[config.mk]
export PLATFORM = sky130hd
export DESIGN_NAME = irq_map_ctrl
export DESIGN_NICKNAME = d
export VERILOG_FILES = /design/src/rtl/irq_map_pkg.sv /design/src/rtl/irq_map_table.sv /design/src/rtl/irq_route.sv /design/src/rtl/irq_prio_enc.sv /design/src/rtl/irq_map_ctrl.sv
export SDC_FILE = /design/constraint.sdc
export NUM_CORES = 1
export LEC_CHECK = 0
export BUFFER_PORTS_ARGS = -buffer_cell sky130_fd_sc_hd__buf_2
export CELL_PAD_IN_SITES_DETAIL_PLACEMENT = 2
export CELL_PAD_IN_SITES_GLOBAL_PLACEMENT = 2
export CORE_ASPECT_RATIO = 1.25
export CORE_MARGIN = 2
export CORE_UTILIZATION = 35
export DETAILED_ROUTE_END_ITERATION = 12
export PLACE_DENSITY = 0.8
export REMOVE_ABC_BUFFERS = 1
export SLEW_MARGIN = 20
export SYNTH_ARGS = -nofsm -noshare
export SYNTH_HDL_FRONTEND = slang
export SYNTH_SLANG_ARGS = --single-unit
[constraint.sdc]
create_clock -name clk -period 2.05 [get_ports clk]
set_input_delay 0.205 -clock clk [delete_from_list [all_inputs] [get_ports clk]]
set_output_delay 0.205 -clock clk [all_outputs]
set_load 0.005 [all_outputs]
[src/rtl/irq_map_pkg.sv]
// Package: irq_map_pkg
// Shared widths and the configuration entry type for the IRQ mapping controller.
// Assumes the receiver vector width is a power of two.
package irq_map_pkg;
    localparam int unsigned VEC_W = 32;
    localparam int unsigned TGT_W = $clog2(VEC_W);
    localparam int unsigned ENT_W = TGT_W + 1;

    typedef struct packed {
        logic             en;
        logic [TGT_W-1:0] tgt;
    } map_entry_t;
endpackage

[src/rtl/irq_map_table.sv]
// Module: irq_map_table
// Holds one routing entry per source. Writes are synchronous and reads are
// combinational. Assumes cfg_addr < NUM_SRC whenever cfg_we is high.
module irq_map_table
    import irq_map_pkg::*;
#(
    parameter int unsigned NUM_SRC = 32,
    localparam int unsigned SRC_W  = (NUM_SRC > 1) ? $clog2(NUM_SRC) : 1
) (
    input  logic                      clk,
    input  logic                      rst_n,
    input  logic                      cfg_we,
    input  logic [SRC_W-1:0]          cfg_addr,
    input  logic [ENT_W-1:0]          cfg_wdata,
    output logic [ENT_W-1:0]          cfg_rdata,
    output map_entry_t [NUM_SRC-1:0]  tbl
);
    // Store entries; reset leaves every source ignored.
    always_ff @(posedge clk) begin
        if (!rst_n) begin
            tbl <= '0;
        end else if (cfg_we) begin
            tbl[cfg_addr] <= map_entry_t'(cfg_wdata);
        end
    end

    // Present the addressed entry on the read port.
    always_comb begin
        cfg_rdata = tbl[cfg_addr];
    end

    // a write lands in the addressed entry at the next edge.
    a_r2_write_lands: assert property (@(posedge clk) disable iff (!rst_n)
        cfg_we |=> (tbl[$past(cfg_addr)] == map_entry_t'($past(cfg_wdata))));
endmodule

[src/rtl/irq_route.sv]
// Module: irq_route
// Combinational routing matrix. Each enabled source drives its target bit,
// and sources that share a bit are ORed. No priority is applied here.
module irq_route
    import irq_map_pkg::*;
#(
    parameter int unsigned NUM_SRC = 32
) (
    input  logic [NUM_SRC-1:0]        src_req,
    input  map_entry_t [NUM_SRC-1:0]  tbl,
    output logic [VEC_W-1:0]          vec_next
);
    // hit[b][s] is high when source s is active, enabled and aimed at bit b.
    logic [NUM_SRC-1:0] hit [VEC_W];

    for (genvar b = 0; b < VEC_W; b++) begin : g_bit
        for (genvar s = 0; s < NUM_SRC; s++) begin : g_src
            assign hit[b][s] = src_req[s] && tbl[s].en &&
                               (tbl[s].tgt == TGT_W'(b));
        end
        assign vec_next[b] = |hit[b];
    end
endmodule

[src/rtl/irq_prio_enc.sv]
// Module: irq_prio_enc
// Reports the lowest-numbered set bit of the pending vector and a valid flag.
// The clock and reset are used only by the checks.
module irq_prio_enc
    import irq_map_pkg::*;
(
    input  logic              clk,
    input  logic              rst_n,
    input  logic [VEC_W-1:0]  vec,
    output logic [TGT_W-1:0]  idx,
    output logic              valid
);
    // Scan from the top so that the lowest set bit is the one kept.
    always_comb begin
        idx   = '0;
        valid = 1'b0;
        for (int i = VEC_W - 1; i >= 0; i--) begin
            if (vec[i]) begin
                idx   = TGT_W'(i);
                valid = 1'b1;
            end
        end
    end

    // the reported bit is set in the vector.
    a_r8_idx_is_set: assert property (@(posedge clk) disable iff (!rst_n)
        valid |-> vec[idx]);
    // no lower bit is pending.
    a_r8_idx_lowest: assert property (@(posedge clk) disable iff (!rst_n)
        valid |-> ((vec & ((VEC_W'(1) << idx) - VEC_W'(1))) == '0));
    // an empty vector reports no request.
    a_r8_empty_invalid: assert property (@(posedge clk) disable iff (!rst_n)
        (vec == '0) |-> !valid);
endmodule

[src/rtl/irq_map_ctrl.sv]
// Module: irq_map_ctrl
// Top level. Routes per-source level requests through the mapping table into
// a registered pending vector and encodes the lowest pending bit.
// Assumes src_req is already synchronous to clk.
module irq_map_ctrl
    import irq_map_pkg::*;
#(
    parameter int unsigned NUM_SRC = 32,
    localparam int unsigned SRC_W  = (NUM_SRC > 1) ? $clog2(NUM_SRC) : 1
) (
    input  logic               clk,
    input  logic               rst_n,
    input  logic [NUM_SRC-1:0] src_req,
    input  logic               cfg_we,
    input  logic [SRC_W-1:0]   cfg_addr,
    input  logic [ENT_W-1:0]   cfg_wdata,
    output logic [ENT_W-1:0]   cfg_rdata,
    output logic [VEC_W-1:0]   irq_vec,
    output logic [TGT_W-1:0]   irq_idx,
    output logic               irq_valid
);
    map_entry_t [NUM_SRC-1:0] tbl;
    logic [VEC_W-1:0]         vec_next;
    logic [NUM_SRC-1:0]       en_mask;

    irq_map_table #(.NUM_SRC(NUM_SRC)) table_i (
        .clk       (clk),
        .rst_n     (rst_n),
        .cfg_we    (cfg_we),
        .cfg_addr  (cfg_addr),
        .cfg_wdata (cfg_wdata),
        .cfg_rdata (cfg_rdata),
        .tbl       (tbl)
    );

    irq_route #(.NUM_SRC(NUM_SRC)) route_i (
        .src_req  (src_req),
        .tbl      (tbl),
        .vec_next (vec_next)
    );

    // Register the routed vector toward the receiver.
    always_ff @(posedge clk) begin
        if (!rst_n) begin
            irq_vec <= '0;
        end else begin
            irq_vec <= vec_next;
        end
    end

    irq_prio_enc prio_i (
        .clk   (clk),
        .rst_n (rst_n),
        .vec   (irq_vec),
        .idx   (irq_idx),
        .valid (irq_valid)
    );

    // Collect enable flags for the checks below.
    always_comb begin
        for (int s = 0; s < NUM_SRC; s++) begin
            en_mask[s] = tbl[s].en;
        end
    end

    // reset empties the vector.
    a_r1_reset_clears: assert property (@(posedge clk)
        !rst_n |=> (irq_vec == '0 && !irq_valid));
    // with every source ignored, nothing becomes pending.
    a_r4_ignored_silent: assert property (@(posedge clk) disable iff (!rst_n)
        (en_mask == '0) |=> (irq_vec == '0));
    // with no request active, the vector empties at the next edge.
    a_r7_level_clear: assert property (@(posedge clk) disable iff (!rst_n)
        (src_req == '0) |=> (irq_vec == '0));
    // the vector can hold a bit only if some enabled source was active.
    a_r5_needs_source: assert property (@(posedge clk) disable iff (!rst_n)
        ((src_req & en_mask) == '0) |=> (irq_vec == '0));
endmodule

==> flow_summary.json, run 1 <==
{
  "cts_made_buffers": 26,
  "die_h_um": 261.4,
  "rows": 94,
  "synth_most_common_cell": "nor2_1",
  "htree_num_levels": 1,
  "cts_resized": 634,
  "cts-root-buf": "clkbuf_16",
  "netlist_top_cells_area": "dfxtp_1 (24%), nor2_1 (6.3%), mux2i_1 (5.8%), mux4_2 (5.6%), nand2_1 (5.6%)",
  "ys.flop_type": "dfxtp_1",
  "synth-edff-count": 0,
  "async_flop_share_pct": 0,
  "netlist_instances": 2527,
  "synth_common_cells": "nor2_1 (309), nand2_1 (276), dfxtp_1 (224), o22ai_1 (156), clkbuf_1 (142)",
  "synth-seq-cells": 224,
  "yosysTopAreaCell": "dfxtp_1",
  "portBuffers": 89,
  "post_cts_buffers": 48,
  "post-dp-hpwl_um": 154700,
  "ys_types": 70,
  "syn_area_sq_um": 18560,
  "lastStage": "clock tree synthesis (4_1_cts)",
  "synth_top_area_share_pct": 24.17,
  "start_util_pct": 35.30,
  "syn_area_per_cell_sq_um": 7.343,
  "hold_buffers": 0,
  "yosysSeqAreaShare_pct": 24.17,
  "yosys_warnings": 0,
  "die_w_um": 210.0,
  "ios": 90,
  "stop_error": "[ERROR DPL-0033] detailed placement checks failed during check placement.",
  "cts.path.max_buffers": 3,
  "cts_sinks": 224,
  "status": "aborted with a tool error",
  "gp_congestion": 1.765
}
[through the flow]
| step | worst slack, ns | area [sq um] | cells | hold WS [ns] |
|---|---|---|---|---|
| after floorplan | -1.952 | 17840 | 2354 | 0.3329 |
| after global placement | -0.6592 | 25530 | 3919 | 0.4527 |
| after detailed placement | -0.7028 | 25540 | 3920 | 0.5235 |
[cell families after synthesis]
| logic type | after synthesis | share of synthesized area (%) |
|---|---|---|
| AOI/OAI and AO/OA | 729 | 27.08 |
| buffers and inverters | 202 | 4.470 |
| DFF | 224 | 24.17 |
| muxes | 156 | 11.69 |
| and+or+nand+nor | 1216 | 32.59 |
==> run 2, diff against run 1 <==
CELL_PAD_IN_SITES_DETAIL_PLACEMENT = not set   (was 2)
CELL_PAD_IN_SITES_GLOBAL_PLACEMENT = not set   (was 2)
CORE_ASPECT_RATIO = not set   (was 1.25)
CORE_UTILIZATION = 20   (was 35)
PLACE_DENSITY = not set   (was 0.8)
PLACE_DENSITY_LB_ADDON = 0.15   (was not set)
==> flow_summary.json, run 2 <==
{
  "status": "finished with violations",
  "violations": "negative setup slack",
  "dp.cells": 4973,
  "critical_path_class": "flip-flop to output port",
  "drc": 0,
  "worstHoldStart": "rst_n",
  "syn_area_per_cell_sq_um": 7.343,
  "grt_pass1_wl_um": 300700,
  "grt_start_max_net_pins": 73,
  "maxSlewHeadroom_pct": 29.95,
  "cts_sinks": 224,
  "hold_class": "primary input to flip-flop",
  "hold-path-endpoint": "irq_vec[11]",
  "regMostFlops": "table_i.tbl",
  "cp_cell_sequence": "buf_6 > mux4_2 > inv_2 > o22ai_2 > buf_6 > a221oi_4 > nand4_1 > buf_2",
  "htree_num_levels": 1,
  "portBuffers": 89,
  "layout_common_cells": "buf_4 (1,083), nor2_1 (280), nand2_1 (227)",
  "core_sq_um": 91800,
  "worstPathArrival_ns": 2.54,
  "dpl_worst_slack_ns": -0.7233,
  "grt_antenna_before_repair": 15,
  "netlist_instances": 2527,
  "drv_slew": 0,
  "synth-seq-cells": 224,
  "cts_tree": "done",
  "fillers": 9409,
  "grt_setup_unrepaired": "yes",
  "drive_gt1_share_pct": 56.88,
  "wl_per_cell_um": 46.72,
  "finalCritPeriodShare_pct": 133.7,
  "whs_path_depth": 3,
  "cp_top_family": "buffers and inverters",
  "cts.path.max_buffers": 3,
  "clock_latency_ns": 0.66,
  "worst_slack_ns": -0.6909,
  "synth_top_area_share_pct": 24.17,
  "slowest_stage": "mux4_2",
  "reg2reg_to": "irq_vec[15]",
  "ios": 90,
  "synth-edff-count": 0,
  "clock_skew_ns": 0.03038,
  "path_common_cell": "buf_6",
  "syn_area_sq_um": 18560,
  "largestRegisters": "table_i.tbl: 192 flops, irq_vec: 32 flops",
  "worstMarginPinSlew_ns": 1.042,
  "layout_commonest_cell": "buf_4",
  "cts-root-buf": "clkbuf_16",
  "die_area_sq_um": 95230,
  "setup_viol": 42,
  "p_leak_nw": 14.51,
  "viasPerCell": 6.150,
  "path_depth": 8,
  "ys.flop_type": "dfxtp_1",
  "crit_required_ns": 1.85,
  "critPathLaunchType": "flip-flop",
  "p_comb_share_pct": 11.1,
  "seqPwrFrac_pct": 39.3,
  "ys_types": 70,
  "intPower_mw": 7.811,
  "largest_register_ffs": 192,
  "layout.nets": 3863,
  "start_util_pct": 20.21,
  "worst-r2r-cell-count": 8,
  "synth_common_cells": "nor2_1 (309), nand2_1 (276), dfxtp_1 (224), o22ai_1 (156), clkbuf_1 (142)",
  "grt_pass1_vias": 30040,
  "cp-end-kind": "output port",
  "cap_violations": 0,
  "yosysTopAreaCell": "dfxtp_1",
  "totalPowerFinal_mw": 11.18,
  "synth_most_common_cell": "nor2_1",
  "die_h_um": 308.6,
  "yosysSeqAreaShare_pct": 24.17,
  "syn_to_final_growth_pct": 97.61,
  "wl_um": 237700,
  "path_max_fanout": 2,
  "regToRegSetupSlack_ns": -0.23,
  "cts_made_buffers": 30,
  "rows": 111,
  "timing.fmax_mhz": 364.8,
  "whs_ns": 0.05829,
  "p_per_area_nw_per_um2": 304.9,
  "yosys_warnings": 0,
  "clk_pin_slew_ns": 0.07,
  "critPathMaxStageDelay_ns": 0.46,
  "gp_congestion": 1.201,
  "r2r-start": "table_i.tbl[161]",
  "die_w_um": 308.6,
  "async_flop_share_pct": 0,
  "post-dp-hpwl_um": 201400,
  "antenna_left": 0,
  "clkPwrFrac_pct": 49.6,
  "via_count": 31280,
  "netlist_top_cells_area": "dfxtp_1 (24%), nor2_1 (6.3%), mux2i_1 (5.8%), mux4_2 (5.6%), nand2_1 (5.6%)",
  "hold_violations": 0,
  "ir_drop_mv": 0.7460,
  "stdcell_count": 5087,
  "drt-pass1-iter-count": 6,
  "drt-initial-drc-count": 4486,
  "overflow": 0,
  "fin_crit_ns": 2.741,
  "track_usage_pct": 48.47,
  "fin_util_pct": 39.94,
  "p_sw_mw": 3.371,
  "path_buf_inv": 4,
  "swShare_pct": 30.15
}
==> run 2: final cells by class <==
type                       count  area [sq um]  area share (%)
multi-input combinational   2101         16460           44.88
antenna                        6         15.01         0.04095
timing repair buffer        1431         12830           34.99
clock buffer                  37         797.0           2.174
sequential                   224          4715           12.86
tap                         1243          1555           4.241
inverter                      29         113.9          0.3105
clock inverter                16         183.9          0.5016
==> run 2: worst max path at each step <==
stage          slack [ns]           end        startpoint
2_1_floorplan       -1.95    irq_vec[0]             rst_n
3_3_place_gp        -0.78    irq_vec[5]       src_req[20]
3_5_place_dp        -0.72    irq_vec[5]       src_req[20]
4_1_cts             -0.63  cfg_rdata[5]  table_i.tbl[149]
5_1_grt             -0.67  cfg_rdata[5]  table_i.tbl[149]
6_report            -0.69  cfg_rdata[5]  table_i.tbl[149]
==> run 2: metal layers <==
metal	vias to the layer above	part of all wire, %	GRT usage [%]
li1	12240	-	-
met4	10	11	41.17
met5	-	0.031	0
met1	15540	38	57.52
met2	2693	38	66.06
met3	799	14	21.67
==> run 2: worst register-to-register path, stage by stage (launching register included) <==
cell and delay, ns:
dfxtp_2 0.34, nor2b_1 0.44, nand3_1 0.26, buf_4 0.22, o22a_2 0.30, o211ai_1 0.18, a2111oi_4 0.09, buf_4 0.15
a41oi_1 0.21
==> run 2: power by group through the flow <==
stage	Sequential, mW	Combinational (mW)	Clock, mW
floorplan	4.52	0.282	0
global placement	4.52	1.09	0
detailed placement	4.52	1.10	0
CTS	4.39	1.16	5.54
global route	4.39	1.25	5.66
finish	4.39	1.25	5.54
==> run 2: repair_timing <==
item | in CTS | in global routing
hold buffers | 1 | 0
gates cloned | 0 | 0
pin swaps | 140 | 125
hold endpoints to repair | 6 | 0
setup endpoints to repair | 44 | 44
setup buffers | 61 | 36
resized for setup | 646 | 305
==> run 2: stage by stage <==
stage | instance area, sq um | TNS [ns]
after floorplan | 17840 | -330.08
after global placement | 31340 | -16.41
after detailed placement | 31340 | -15.31
after CTS | 35220 | -5.974
after global routing | 36660 | -7.903
final | 36670 | -8.211
==> run 2: kinds of logic (layout without fill, tap and decap cells) <==
kind of cell	after synthesis	in the layout	synth area share, %
AOI/OAI and AO/OA	729	729	27.08
buffers and inverters	202	1513	4.470
DFF	224	224	24.17
muxes	156	156	11.69
other	0	6	0
and+or+nand+nor	1216	1216	32.59
Note: power is estimated with default switching activity, not from simulation.
